==> src/rtl/rxps_pkg.sv <==
package rxps_pkg;
  typedef enum logic [1:0] {
    ST_IDLE   = 2'd0,
    ST_SEED   = 2'd1,
    ST_VERIFY = 2'd2,
    ST_LOCK   = 2'd3
  } sync_state_t;
endpackage

==> src/rtl/rxps_front.sv <==
// Source selection and polarity; registers one bit plus its qualifier.
module rxps_front (
  input  logic clk,
  input  logic rst,
  input  logic bit_en,
  input  logic rx_din,
  input  logic tx_din,
  input  logic loop_sel,
  input  logic rx_inv,
  output logic bit_q,
  output logic vld_q
);
  logic src;
  assign src = loop_sel ? tx_din : rx_din;

  always_ff @(posedge clk) begin
    if (rst) begin
      bit_q <= 1'b0;
      vld_q <= 1'b0;
    end else begin
      bit_q <= src ^ rx_inv;
      vld_q <= bit_en;
    end
  end
endmodule

==> src/rtl/rxps_snapshot.sv <==
// History shifter with capture on a rising edge of the load input.
module rxps_snapshot #(
  parameter int W = 32
) (
  input  logic         clk,
  input  logic         rst,
  input  logic         vld,
  input  logic         din,
  input  logic         load,
  output logic [W-1:0] snap
);
  logic [W-1:0] hist_q;
  logic         load_q;
  logic         load_rise;

  assign load_rise = load & ~load_q;

  always_ff @(posedge clk) load_q <= load;

  always_ff @(posedge clk) begin
    if (rst) begin
      hist_q <= '0;
      snap   <= '0;
    end else begin
      if (vld) hist_q <= {hist_q[W-2:0], din};
      if (load_rise) snap <= hist_q;
    end
  end
endmodule

==> src/rtl/rxps_tracker.sv <==
// Reference generator, acquisition state machine and windowed loss detector.
module rxps_tracker
  import rxps_pkg::*;
#(
  parameter int W         = 32,
  parameter int LEN_W     = 6,
  parameter int LOCK_RUN  = 32,
  parameter int WIN       = 64,
  parameter int LOSS_ERRS = 6
) (
  input  logic             clk,
  input  logic             rst,
  input  logic             vld,
  input  logic             din,
  input  logic             sync_en,
  input  logic             resync,
  input  logic [W-1:0]     taps,
  input  logic [LEN_W-1:0] seq_len,
  output logic             los,
  output logic             err
);
  localparam int RUN_W = $clog2(LOCK_RUN + 1);
  localparam int WIN_W = $clog2(WIN);
  localparam int ERR_W = $clog2(LOSS_ERRS + 1);

  sync_state_t      st;
  logic [W-1:0]     ref_q;
  logic [LEN_W-1:0] seed_cnt;
  logic [RUN_W-1:0] run_cnt;
  logic [WIN_W-1:0] win_cnt;
  logic [ERR_W-1:0] err_cnt;
  logic             resync_q;
  logic             resync_rise;
  logic             pred;
  logic             miss;

  assign resync_rise = resync & ~resync_q;
  assign pred        = ^(ref_q & taps);
  assign miss        = din ^ pred;
  assign los         = (st != ST_LOCK);

  always_ff @(posedge clk) begin
    if (rst) begin
      st       <= ST_IDLE;
      ref_q    <= '0;
      seed_cnt <= '0;
      run_cnt  <= '0;
      win_cnt  <= '0;
      err_cnt  <= '0;
      resync_q <= 1'b0;
      err      <= 1'b0;
    end else begin
      resync_q <= resync;
      err      <= 1'b0;
      if (resync_rise) begin
        st       <= ST_SEED;
        seed_cnt <= '0;
      end else begin
        unique case (st)
          ST_IDLE: begin
            if (sync_en) begin
              st       <= ST_SEED;
              seed_cnt <= '0;
            end
          end
          ST_SEED: begin
            if (vld) begin
              ref_q <= {ref_q[W-2:0], din};
              if (seed_cnt == seq_len - LEN_W'(1)) begin
                st      <= ST_VERIFY;
                run_cnt <= '0;
              end else begin
                seed_cnt <= seed_cnt + LEN_W'(1);
              end
            end
          end
          ST_VERIFY: begin
            if (vld) begin
              ref_q <= {ref_q[W-2:0], pred};
              if (miss) begin
                st       <= ST_SEED;
                seed_cnt <= '0;
              end else if (run_cnt == RUN_W'(LOCK_RUN - 1)) begin
                st      <= ST_LOCK;
                win_cnt <= '0;
                err_cnt <= '0;
              end else begin
                run_cnt <= run_cnt + RUN_W'(1);
              end
            end
          end
          ST_LOCK: begin
            if (vld) begin
              ref_q <= {ref_q[W-2:0], pred};
              err   <= miss;
              if (miss && err_cnt == ERR_W'(LOSS_ERRS - 1)) begin
                st       <= sync_en ? ST_SEED : ST_IDLE;
                seed_cnt <= '0;
              end else if (win_cnt == WIN_W'(WIN - 1)) begin
                win_cnt <= '0;
                err_cnt <= '0;
              end else begin
                win_cnt <= win_cnt + WIN_W'(1);
                err_cnt <= err_cnt + ERR_W'(miss);
              end
            end
          end
          default: st <= ST_IDLE;
        endcase
      end
    end
  end
endmodule

==> src/rtl/rx_pattern_sync.sv <==
module rx_pattern_sync #(
  parameter int W         = 32,
  parameter int LEN_W     = $clog2(W + 1),
  parameter int LOCK_RUN  = 32,
  parameter int WIN       = 64,
  parameter int LOSS_ERRS = 6
) (
  input  logic             clk,
  input  logic             rst,
  input  logic             bit_en,
  input  logic             rx_din,
  input  logic             tx_din,
  input  logic             loop_sel,
  input  logic             rx_inv,
  input  logic             sync_en,
  input  logic             resync,
  input  logic             load,
  input  logic [W-1:0]     taps,
  input  logic [LEN_W-1:0] seq_len,
  output logic             los_o,
  output logic             err_o,
  output logic [W-1:0]     rx_snap
);
  logic chk_bit;
  logic chk_vld;

  rxps_front u_front (
    .clk      (clk),
    .rst      (rst),
    .bit_en   (bit_en),
    .rx_din   (rx_din),
    .tx_din   (tx_din),
    .loop_sel (loop_sel),
    .rx_inv   (rx_inv),
    .bit_q    (chk_bit),
    .vld_q    (chk_vld)
  );

  rxps_tracker #(
    .W         (W),
    .LEN_W     (LEN_W),
    .LOCK_RUN  (LOCK_RUN),
    .WIN       (WIN),
    .LOSS_ERRS (LOSS_ERRS)
  ) u_track (
    .clk     (clk),
    .rst     (rst),
    .vld     (chk_vld),
    .din     (chk_bit),
    .sync_en (sync_en),
    .resync  (resync),
    .taps    (taps),
    .seq_len (seq_len),
    .los     (los_o),
    .err     (err_o)
  );

  rxps_snapshot #(.W(W)) u_snap (
    .clk  (clk),
    .rst  (rst),
    .vld  (chk_vld),
    .din  (chk_bit),
    .load (load),
    .snap (rx_snap)
  );
endmodule

==> config.mk <==
export PLATFORM = sky130hd
export DESIGN_NAME = rx_pattern_sync
export DESIGN_NICKNAME = d
export VERILOG_FILES = /design/src/rtl/rxps_pkg.sv /design/src/rtl/rxps_front.sv /design/src/rtl/rxps_snapshot.sv /design/src/rtl/rxps_tracker.sv /design/src/rtl/rx_pattern_sync.sv
export SDC_FILE = /design/constraint.sdc
export NUM_CORES = 1
export LEC_CHECK = 0
export BUFFER_PORTS_ARGS = -buffer_cell sky130_fd_sc_hd__buf_2
export CAP_MARGIN = 40
export CORE_AREA = 2 2 147 91
export CTS_BUF_LIST = sky130_fd_sc_hd__clkbuf_2 sky130_fd_sc_hd__clkbuf_4 sky130_fd_sc_hd__clkbuf_8
export DETAILED_ROUTE_END_ITERATION = 10
export DIE_AREA = 0 0 149 93
export PLACE_DENSITY = 0.79
export SETUP_SLACK_MARGIN = 0.2
export SKIP_LAST_GASP = 1
export SLEW_MARGIN = 20
export SYNTH_ARGS = -nofsm -noshare
export SYNTH_HDL_FRONTEND = slang
export SYNTH_HIERARCHICAL = 1
export SYNTH_SLANG_ARGS = --single-unit
==> constraint.sdc <==
create_clock -name clk -period 3.1 [get_ports clk]
set_input_delay 0.62 -clock clk [delete_from_list [all_inputs] [get_ports clk]]
set_output_delay 0.62 -clock clk [all_outputs]
set_load 0.02 [all_outputs]
Word-level counts from Yosys, hierarchy flattened
Index checks and enable logic that the tools add are counted.

word-level totals
  register bits = 124
  latch bits = 0
  memory bits (writable) = 0
  memory bits (read-only) = 0
  bits of input ports = 48
  output and inout port bits = 34
  logic and storage cells = 116
  memories = 0

operators by class
  add/sub/neg operators = 5
  $mul = 0
  divide/modulo/power cells = 0
  order comparisons = 0
  equal/unequal tests = 29
  shift-type cells = 0
  mux-type cells = 43
  bitwise logic cells = 10
  reduce and logical (&&, ||, !) cells = 15

operators by type and width
  cell                                                                number
  6-bit 2-to-1 mux                                                    18
  32-bit 2-to-1 mux                                                   2
  32-bit case mux with 2 select lines                                 1
  7-bit AND reduction                                                 5
  32-bit AND                                                          1
  32-bit parity                                                       1
  6-bit case mux with 2 select lines                                  2
  6-bit case mux with 4 select lines                                  1
  6-bit by 1-bit adder with 6-bit output, second input constant       3
  3-bit 2-to-1 mux                                                    6
  2-bit != test, second input constant                                9
  2-bit 2-to-1 mux                                                    8
  3-bit by 2-bit != test with 1-bit output, second input constant     4
  2-bit by 1-bit != test with 1-bit output, second input constant     5
  3-bit by 1-bit != test with 1-bit output, second input constant     3
  2-bit case mux with 4 select lines                                  1
  6-bit by 5-bit == test with 1-bit output, second input constant     1
  6-bit == test                                                       1
  6-bit == test, second input constant                                1
  3-bit case mux with 2 select lines                                  1
  2-bit nonzero test                                                  3
  6-bit by 1-bit subtractor with 6-bit output, second input constant  1
  1-bit inverter                                                      5
  2-bit == test, second input constant                                2
  other kinds (12)                                                    17

Longest topological paths before layout
Gate-level depths: netlist of the first run.

  depth in word-level cells = 8
  gate-level depth with buffers = 12
  mapped depth without buffers = 12

By module
Netlist of the first run, hierarchy kept.

modules (own cells, without submodules)
  module         instances  cells each  area each (um^2)  sequential area each (um^2)
  rxps_snapshot  1          249         3081.7            1301.2
  rxps_tracker   1          388         2986.6            1141.1
  rxps_front     1          7           83.8              40.0

Least setup slack after synthesis of the first run
No wires, ideal clock.

  path kind = input to register
  start = in taps[2]
  end = reg u_track.st[1]
  setup time = 115 ps
  arrival time = 2543 ps
  data required time = 2985 ps
  setup slack = 442 ps
  cell stages on the path = 9
  path buffers = 0
  path through = nand2_1 xor2_1 xnor2_1 xnor2_1 xnor2_1 xnor3_2 a221o_1 nand3b_1 o21ba_2

between the ends
  word-level cells in the longest chain between the ends = 6
  elaborated cells on any way between the ends = 10
  those cells by class = 2 x eq/ne; 3 x mux; 2 x bitwise; 3 x reduce/logical

RTL lines
  item                                                                          line                                    text
  from (decl)                                                                   rx_pattern_sync.sv:18                   input logic [W-1:0] taps,
  32-bit AND (*)                                                                rxps_tracker.sv:38                      assign pred = ^(ref_q & taps);
  32-bit parity (*)                                                             rxps_tracker.sv:38
  1-bit XOR (*)                                                                 rxps_tracker.sv:39                      assign miss = din ^ pred;
  2-bit 2-to-1 mux or 1-bit logical AND (tied branches)                         rxps_tracker.sv:80, rxps_tracker.sv:96
  2-bit 2-to-1 mux or 2-bit by 1-bit != test with 1-bit output (tied branches)  -
  2-bit case mux with 4 select lines or 7-bit AND reduction (tied branches)     -
  to (signal assigned)                                                          rxps_tracker.sv:97                      st <= sync_en ? ST_SEED : ST_IDLE;
  to (decl)                                                                     rxps_tracker.sv:26                      sync_state_t st;

Mark *: on every way between the ends. The rest lies on a longest branch, timed or not. The select of a mux whose other input is x is not followed.
A chain may end at the register's enable or synchronous reset.

Worst setup path after layout of the first run
  start = reg u_track.ref_q[16]
  end = reg u_track.err_cnt[1]

between the ends
  word-level cells in the longest chain between the ends = 8
  elaborated cells on any way between the ends = 12
  those cells by class = 1 x add/sub; 2 x eq/ne; 4 x mux; 2 x bitwise; 3 x reduce/logical

RTL lines
  item                                    line                 text
  from (decl)                             rxps_tracker.sv:27   logic [W-1:0] ref_q;
  from (signal assigned)                  rxps_tracker.sv:68   ref_q <= {ref_q[W-2:0], din};
  from (signal assigned)                  rxps_tracker.sv:79   ref_q <= {ref_q[W-2:0], pred};
  from (signal assigned)                  rxps_tracker.sv:94   ref_q <= {ref_q[W-2:0], pred};
  32-bit AND (*)                          rxps_tracker.sv:38
  32-bit parity (*)                       rxps_tracker.sv:38
  1-bit XOR (*)                           rxps_tracker.sv:39
  named net u_track.miss                  rxps_tracker.sv:35   logic miss;
  3-bit by 1-bit adder with 3-bit output  rxps_tracker.sv:104  err_cnt <= err_cnt + ERR_W'(miss);
  3-bit 2-to-1 mux                        rxps_tracker.sv:99   end else if (win_cnt == WIN_W'(WIN - 1)) begin
  3-bit 2-to-1 mux                        rxps_tracker.sv:96   if (miss && err_cnt == ERR_W'(LOSS_ERRS - 1)) begin
  3-bit 2-to-1 mux                        rxps_tracker.sv:93   if (vld) begin
  3-bit case mux with 2 select lines      rxps_tracker.sv:59   unique case (st)
  to (signal assigned)                    rxps_tracker.sv:104
  to (decl)                               rxps_tracker.sv:31   logic [ERR_W-1:0] err_cnt;

Mark *: on every way through the listed nets, which the timed path passes. The rest lies on a longest branch. The select of a mux whose other input is x is not followed.

==> results.md, run 1 <==
- For the worst setup path, the data arrival time is 3.10 ns.
- The detailed-route vias per instance is 5.203.
- The final number of setup-violating endpoints is 0.
- The count of nets after finishing is 772.
- The clock insertion delay at the later pin of the skew report is 0.41 ns.
- The number of hold violations in the final report is 0.
- 82 I/O pins were placed.
- Setup repair after global routing left no endpoint under its margin.
- The proportion of layout cells with a drive suffix above 1 is 0.2695.
- The count of cells in the finished layout, fillers not included, comes to 901.
- The synthesized design contains 0 enable-type register cells.
- The net switching power of the design is 0.0007907 W.
- Data on the critical path is required at its endpoint by 3.38 ns.
- Leaving out fill and tap cells, the most frequent cell in the layout is dfxtp_1.
- The clock slew at the register clock pins of the worst setup and hold paths is 0.07 ns.
- The critical path in this run is classified as reg -> reg.
- The post-detailed-placement half-perimeter wirelength is 8.855 mm.
- Across the VDD grid, the largest voltage drop is 0.2325 mV.
- The register area share after synthesis is 0.4035.
- The routability-driven placement congestion ratio is 0.8845.
- The power density of the placed cells is 467.9 nW/µm².
- The critical path launch point type is a flip-flop.
- After detailed routing, the number of remaining DRC violations is 0.
- The share of power burned in registers is 0.494.
- The switching part of the total is 0.2413.
- In this run, CTS created clock tree buffers numbering 17.
- The global-route wire length before repair is 21.60 mm.
- Based on the critical path, the design can be clocked at up to 0.3543 GHz.
- The run finished with clean final reports.
- Entering global routing, the biggest net connects 64 pins.
- Once detail routing completed, the nets flagged for antenna violations numbered 0.
- The slew at the pin with the worst max-slew slack is 0.6492 ns.
- Along the worst path, the maximum fanout reaches 5.
- The number of instances in the synthesized netlist is 644.
- The clock passes through at most 2 buffers.
- The number of antenna violations at the first check in global routing is 0.
- After synthesis the cells add up to 6152 µm².
- Leaving out fill and tap cells, the most frequent cells in the layout are dfxtp_1 (123), nand2_1 (106), buf_2 (80).
- Once layout is done, the placed cells without fillers occupy 7004 µm².
- The final number of max-transition violations is 0.
- The count of warnings emitted by yosys is 6.
- The final sum of negative setup slack is 0 ns.
- The worst clock skew on the final layout is 0.01216 ns.
- The full die area is 13860 µm².
- The total inserted antenna cells is 0.
- For this block, the routed nets add up to 13.13 mm of wire.
- The total of flip-flops plus latches after synthesis is 124.
- Detailed routing inserted a total of 4688 vias.
- The post-detailed-route wirelength per cell is 14.57 µm.
- Dividing the synthesized area by the synthesized cell count gives 9.553 µm².
- The number of iterations in the first detailed-routing pass is 6.
- In the finished design, the share of the clock period the worst path needs comes to 0.9105.
- CTS built an H-tree with a depth of 4.
- The synthesized netlist contains 52 unique library cells.
- For this configuration, the core starts out at a cell density of 0.4894.
- The routed design could run at a clock period as short as 2.823 ns.
- In the synthesized netlist the async set-or-reset flop fraction comes to 0.
- The floorplan has 32 rows.
- Counting tap cells, the placed design contains a total of 867 instances.
- The TritonCTS clock tree is yes.
- The share of total power in the clock network is 0.433.
- The area added between synthesis and finish is 13.85%.
- The endpoint class of the critical path is a flip-flop.
- The number of clock sinks seen by CTS is 124.
- After the first detailed-routing iteration, the DRC count stood at 343.
- Global routing finished with a remaining overflow of 0.
- The core area is 12570 µm².
- The leakage power figure is 2.594 nW.
- The worst slew margin relative to its limit is 0.5672.
- Of the total power, combinational logic draws 0.073.
- The count of buffers added on input and output ports is 81.
- The cell at the root of the clock tree is clkbuf_8.
- Counting every net in the synthesized netlist gives 698.
- In this run the worst hold path is classified as in -> reg.
- The floorplan die height is 93 µm.
- Across every metal layer, demand over resource in global routing totals 0.1923.
- The internal power consumption is 0.002487 W.
- The leading register cell type out of synthesis is dfxtp_1.
- Counting the fill cells in the layout gives 1166.
- The floorplan step set the die width to 149 µm.
- The via count of the first global-routing pass is 4610.
- Across the run, the number of max-cap violations was 0.
- In this run the cell area measured after placement is 6551 µm².
==> path summary, 6_finish.rpt <==
check        cells past startpoint                  to               from  slack, ns
max                             12  u_track/err_cnt[1]  u_track/ref_q[16]       0.28
min                              2       u_front/vld_q             bit_en       0.42
max reg2reg                     12  u_track/err_cnt[1]  u_track/ref_q[16]       0.28
min reg2reg                      2   u_track/ref_q[31]  u_track/ref_q[31]       0.46
==> synth_stat cells (2+ instances only) <==
cell / instances / share of area
or3_1: 6 / 0.0061
mux2i_1: 38 / 0.062
and2_1: 5 / 0.0051
a31oi_1: 2 / 0.0020
buf_12: 7 / 0.023
dlymetal6s2s_1: 3 / 0.0061
clkbuf_1: 17 / 0.010
nor2b_1: 3 / 0.0031
nand3_1: 3 / 0.0024
a211oi_1: 2 / 0.0024
inv_1: 10 / 0.0061
and3_1: 4 / 0.0041
o21ai_0: 11 / 0.0089
ha_1: 6 / 0.012
buf_6: 5 / 0.0092
nand4_1: 2 / 0.0020
a21o_1: 2 / 0.0024
xor2_1: 13 / 0.019
nor2_1: 23 / 0.014
nor2_4: 30 / 0.055
buf_2: 7 / 0.0057
nand4bb_1: 32 / 0.059
dfxtp_1: 124 / 0.40
o31ai_1: 4 / 0.0049
xnor2_1: 27 / 0.038
nand2b_1: 39 / 0.040
nand2_1: 106 / 0.065
or4_1: 5 / 0.0061
o21ai_1: 4 / 0.0033
and2b_1: 2 / 0.0024
o21ai_2: 31 / 0.044
a21oi_1: 51 / 0.041
==> area by class of cell <==
class / instances / area, µm² / area share
Inverter: 10 / 37.54 / 0.005359
Sequential cell: 124 / 2484 / 0.3546
Multi-Input combinational cell: 472 / 3348 / 0.4780
Tap cell: 170 / 212.7 / 0.03037
Clock buffer: 22 / 284.0 / 0.04055
Timing Repair Buffer: 93 / 521.8 / 0.07449
Clock inverter: 10 / 116.4 / 0.01661
==> cell families after synthesis <==
kind of cell | synth area share
simple gates | 0.2766
compound gates | 0.1224
xor+xnor | 0.06081
mux | 0.06427
fa+ha+maj | 0.01220
buf+inv | 0.06020
flops | 0.4035
==> metrics by stage <==
stage / hold WS [ns] / total power, W / util / setup slack (ns)
finish: 0.4213 / 0.003278 / 0.5571 / 0.2773
global route: 0.3901 / 0.003416 / 0.5571 / 0.1431
CTS: 0.3907 / 0.003316 / 0.5529 / 0.3369
detailed placement: 0.4481 / 0.001888 / 0.5211 / 0.03188
global placement: 0.4441 / 0.001877 / 0.5199 / 0.1267
floorplan: 0.4366 / 0.001839 / - / 0.4421
==> what timing repair did <==
item                                    in CTS  in global routing
setup buffers                                0                  1
endpoints found under the setup margin       0                  3
gates resized for setup                      0                  3
hold buffers                                 0                  0
==> power by group through the flow <==
stage | Sequential [W] | Combinational (W) | Clock, W
3_3_place_gp | 0.00166 | 0.000221 | 0
4_1_cts | 0.00162 | 0.000235 | 0.00146
2_1_floorplan | 0.00164 | 0.000196 | 0
5_1_grt | 0.00162 | 0.000262 | 0.00153
6_report | 0.00162 | 0.000240 | 0.00142
3_5_place_dp | 0.00165 | 0.000234 | 0
==> sequential cells by signal (all words and copies together) (netlist names) <==
signal / flops
u_snap/hist_q: 32
u_front/bit_q: 1
u_snap/snap: 32
u_track/run_cnt: 6
u_track/err: 1
u_front/vld_q: 1
u_track/st: 2
u_track/ref_q: 32
u_snap/load_q: 1
u_track/resync_q: 1
u_track/err_cnt: 3
u_track/seed_cnt: 6
u_track/win_cnt: 6
==> metal layers <==
metal | track usage | vias to the layer above | wire length, µm | part of all wire
li1 | - | 2366 | - | -
met1 | 0.2673 | 2189 | 6312 | 0.48
met2 | 0.2919 | 122 | 5944 | 0.45
met3 | 0.04683 | 11 | 729 | 0.056
met4 | 0.06746 | 0 | 146 | 0.011
met5 | 0 | - | 0 | 0
==> critical path, stage by stage (launching register included) <==
cell and delay [ns]:
dfxtp_1 0.36, nand2_1 0.15, xnor2_1 0.20, xnor2_1 0.16, xnor2_1 0.15, xnor2_2 0.33
xnor3_2 0.47, inv_1 0.10, ha_1 0.17, ha_1 0.23, and2_1 0.15, mux2i_1 0.15
nor2_1 0.06
Note: power is estimated with default switching activity, not from simulation.
==> run 2: changes to the inputs <==
--- a/config.mk
+++ b/config.mk
@@ -11,6 +11,7 @@
 export CTS_BUF_LIST = sky130_fd_sc_hd__clkbuf_2 sky130_fd_sc_hd__clkbuf_4 sky130_fd_sc_hd__clkbuf_8
 export DETAILED_ROUTE_END_ITERATION = 10
 export DIE_AREA = 0 0 149 93
+export MAX_ROUTING_LAYER = met4
 export PLACE_DENSITY = 0.79
 export SETUP_SLACK_MARGIN = 0.2
 export SKIP_LAST_GASP = 1
==> run 2 against run 1 <==
Net effect: sequential share of layout area is essentially flat; final cell count up 0.11%; largest power group unchanged; non-clock buffer count rose by 1; sequential power hardly changed.
==> results.md, run 2 (same netlist as run 1, synthesis figures left out) <==
- The flow ran to the end, and the final reports show no timing, DRC or antenna violations.
- The width of the die is 149 µm (unchanged).
- The deepest level of the CTS H-tree is 4 (unchanged).
- The floorplan die height is 93 µm (unchanged).
- The share of the core filled with cells in the final layout came to 0.5577 (+0.0005970).
- The global-route wire length before repair is 21.60 mm (unchanged).
- The starting density of the core is 0.4894 (unchanged).
- The power density of the placed cells came to 467.5 nW/µm² (about the same).
- The DRC marker count from the first detailed-route iteration was 359 (+4.7%).
- The number of buffers created by CTS is 17 (unchanged).
- The cell at the root of the clock tree is clkbuf_8.
- The longest individual stage delay on the worst path came to 0.45 ns (-0.02 ns).
- The global routing usage summed across all routing layers is 0.1978 (+0.005544).
- In the final layout, the registers with the most flip-flops are u_snap/hist_q x32, u_snap/snap x32, u_track/ref_q x32.
- The clock slew at the register clock pins of the worst setup and hold paths is 0.07 ns (about the same).
- The final number of max-transition violations is 0 (unchanged).
- The worst clock skew on the final layout came to 0.01217 ns (+0.00001280 ns).
- The number of vias in the routed layout is 4706 (+0.38%).
- The number of clock sinks seen by CTS is 124 (unchanged).
- The number of rows in the core area is 32 (unchanged).
- The maximum vdd ir drop was 0.2328 mV (+0.14%).
- From synthesis to final layout, the design area changed by 13.97%.
- The number of hold violations in the final report is 0 (unchanged).
- The proportion of layout cells with a drive suffix above 1 is 0.2705 (+0.0009980).
- Setup repair after global routing left no endpoint under its margin.
- The final critical delay including setup and external delays is 2.764 ns (-0.05892 ns).
- The final number of setup-violating endpoints was 0 (unchanged).
- The number of buffers on the longest clock path is 2 (unchanged).
- The maximum fanout along the worst path is 5 (unchanged).
- The category of the most critical setup path is reg -> reg.
- The commonest non-fill, non-tap cell in the layout is dfxtp_1.
- The detailed-route vias per instance is 5.217 (+0.27%).
- The I/O pin total is 82 (unchanged).
- The post-route clock period utilization is 0.8915 (-0.01901).
- The slew at the pin with the worst max-slew slack is 0.6524 ns (+0.003142 ns).
- Among the stages of the critical path, the cell type that occurs most often is xnor2_1.
- The clock insertion delay at the later pin of the skew report came to 0.41 ns (about the same).
- The leakage power figure came to 2.599 nW (+0.16%).
- The data required time at the worst endpoint was 3.38 ns (about the same).
- The cell area reported after detailed placement is 6551 µm² (unchanged).
- The cell with the largest stage delay on the worst path is xnor3_2.
- The critical path launch point type is a flip-flop.
- The final sum of negative setup slack came to 0 ns (unchanged).
- The count of nets after finishing came to 773 (+0.13%).
- The worst endpoint data arrival time was 3.04 ns (-0.06 ns).
- The reported max-cap violation count was 0 (unchanged).
- The post-detailed-route wirelength per cell was 14.58 µm (about the same).
- The full die area is 13860 µm² (unchanged).
- The min-delay analysis places its worst path in the category in -> reg.
- The worst slew margin relative to its limit is 0.5651 (-0.002095).
- The library cells used most frequently in the layout, excluding fill and tap cells, are dfxtp_1 (123), nand2_1 (106), buf_2 (80).
- The routability-driven placement congestion ratio came to 0.8992 (+1.7%).
- The number of buffers inserted by port buffering was 81 (unchanged).
- The via count of the first global-routing pass was 4593 (-0.37%).
- The post-route cell area was 7012 µm² (+0.11%).
- The post-detailed-placement half-perimeter wirelength is 8.855 mm (unchanged).
- The remaining antenna violation count after routing was 0 (unchanged).
- The total length of routed wires is 13.15 mm (+0.13%).
- The core area is 12570 µm² (unchanged).
- The number of antenna violations at the first check in global routing is 0 (unchanged).
- The number of buffers inserted by hold repair at cts is 0 (unchanged).
- The highest achievable clock rate is 0.3618 GHz (+2.1%).
- The final routed DRC violation total is 0 (unchanged).
- Walking the worst path, the cells encountered are nand2_1 > xnor2_1 > xnor2_1 > xnor2_1 > xnor2_2 > xnor3_2 > inv_1 > ha_1 > ha_1 > and2_1 > mux2i_1 > nor2_1.
- The total inserted antenna cells is 0 (unchanged).
- TritonCTS built the clock tree.
- The number of iterations in the first detailed-routing pass came to 5 (-1).
- The maximum number of pins on one net before global-route repair is 64 (unchanged).
- STA classifies the critical path endpoint as a flip-flop.
- The total congestion overflow was 0 (unchanged).
## run 2: cell type report
| class | instances | area, µm² |
|---|---|---|
| repair buffers | 94 | 529.3 |
| clock buffers | 22 | 284.0 |
| inverters | 10 | 37.54 |
| multi-input cells | 472 | 3348 |
| flip-flops and latches | 124 | 2484 |
| fillers | 1165 | 5560 |
| well taps | 170 | 212.7 |
| clock inverters | 10 | 116.4 |
## run 2: repair_timing
item | 4_1_cts | 5_1_grt
gates resized for setup | 0 | 3
endpoints found under the setup margin | 0 | 3
setup buffers | 0 | 2
## run 2: worst paths after layout
path | cells after the start | endpoint | from | slack (ns)
setup / recovery | 12 | u_track/err_cnt[1] | u_track/ref_q[16] | 0.34
hold reg to reg | 2 | u_track/ref_q[31] | u_track/ref_q[31] | 0.46
setup reg to reg | 12 | u_track/err_cnt[1] | u_track/ref_q[16] | 0.34
hold / removal | 2 | u_front/vld_q | bit_en | 0.42
## run 2: through the flow
stage	hold WS [ns]	cells	setup WS [ns]	total power, W
5_1_grt	0.3901	902	0.2262	0.003416
6_report	0.4210	902	0.3362	0.003278
2_1_floorplan	0.4366	644	0.4421	0.001839
3_5_place_dp	0.4481	867	0.03188	0.001888
4_1_cts	0.3907	899	0.3369	0.003316
3_3_place_gp	0.4441	866	0.1267	0.001877
## run 2: power breakdown
group | switching (W) | leakage (nW) | total, W | internal (W)
combinational | 0.000136 | 1.41 | 0.000240 | 0.000104
sequential | 0.0000178 | 1.00 | 0.00162 | 0.00160
clock | 0.000637 | 0.191 | 0.00142 | 0.000783
total | 0.000791 | 2.60 | 0.00328 | 0.00249
## run 2: critical path, delay by kind of cell, from the launching register on
| kind | cells | cell delay [ns] |
|---|---|---|
| xor gates and xnor gates | 5 | 1.26 |
| adders and majority gates | 2 | 0.40 |
| DFF | 1 | 0.36 |
| and+or+nand+nor | 3 | 0.35 |
| muxes | 1 | 0.15 |
| buffers and inverters | 1 | 0.10 |
## run 2: per-layer routing
layer / track usage / up-vias / routed length, µm
met5: - / - / 0
met4: 0.06746 / 0 / 165
met3: 0.04098 / 15 / 682
met2: 0.2915 / 122 / 5945
met1: 0.2715 / 2202 / 6356
li1: - / 2367 / -
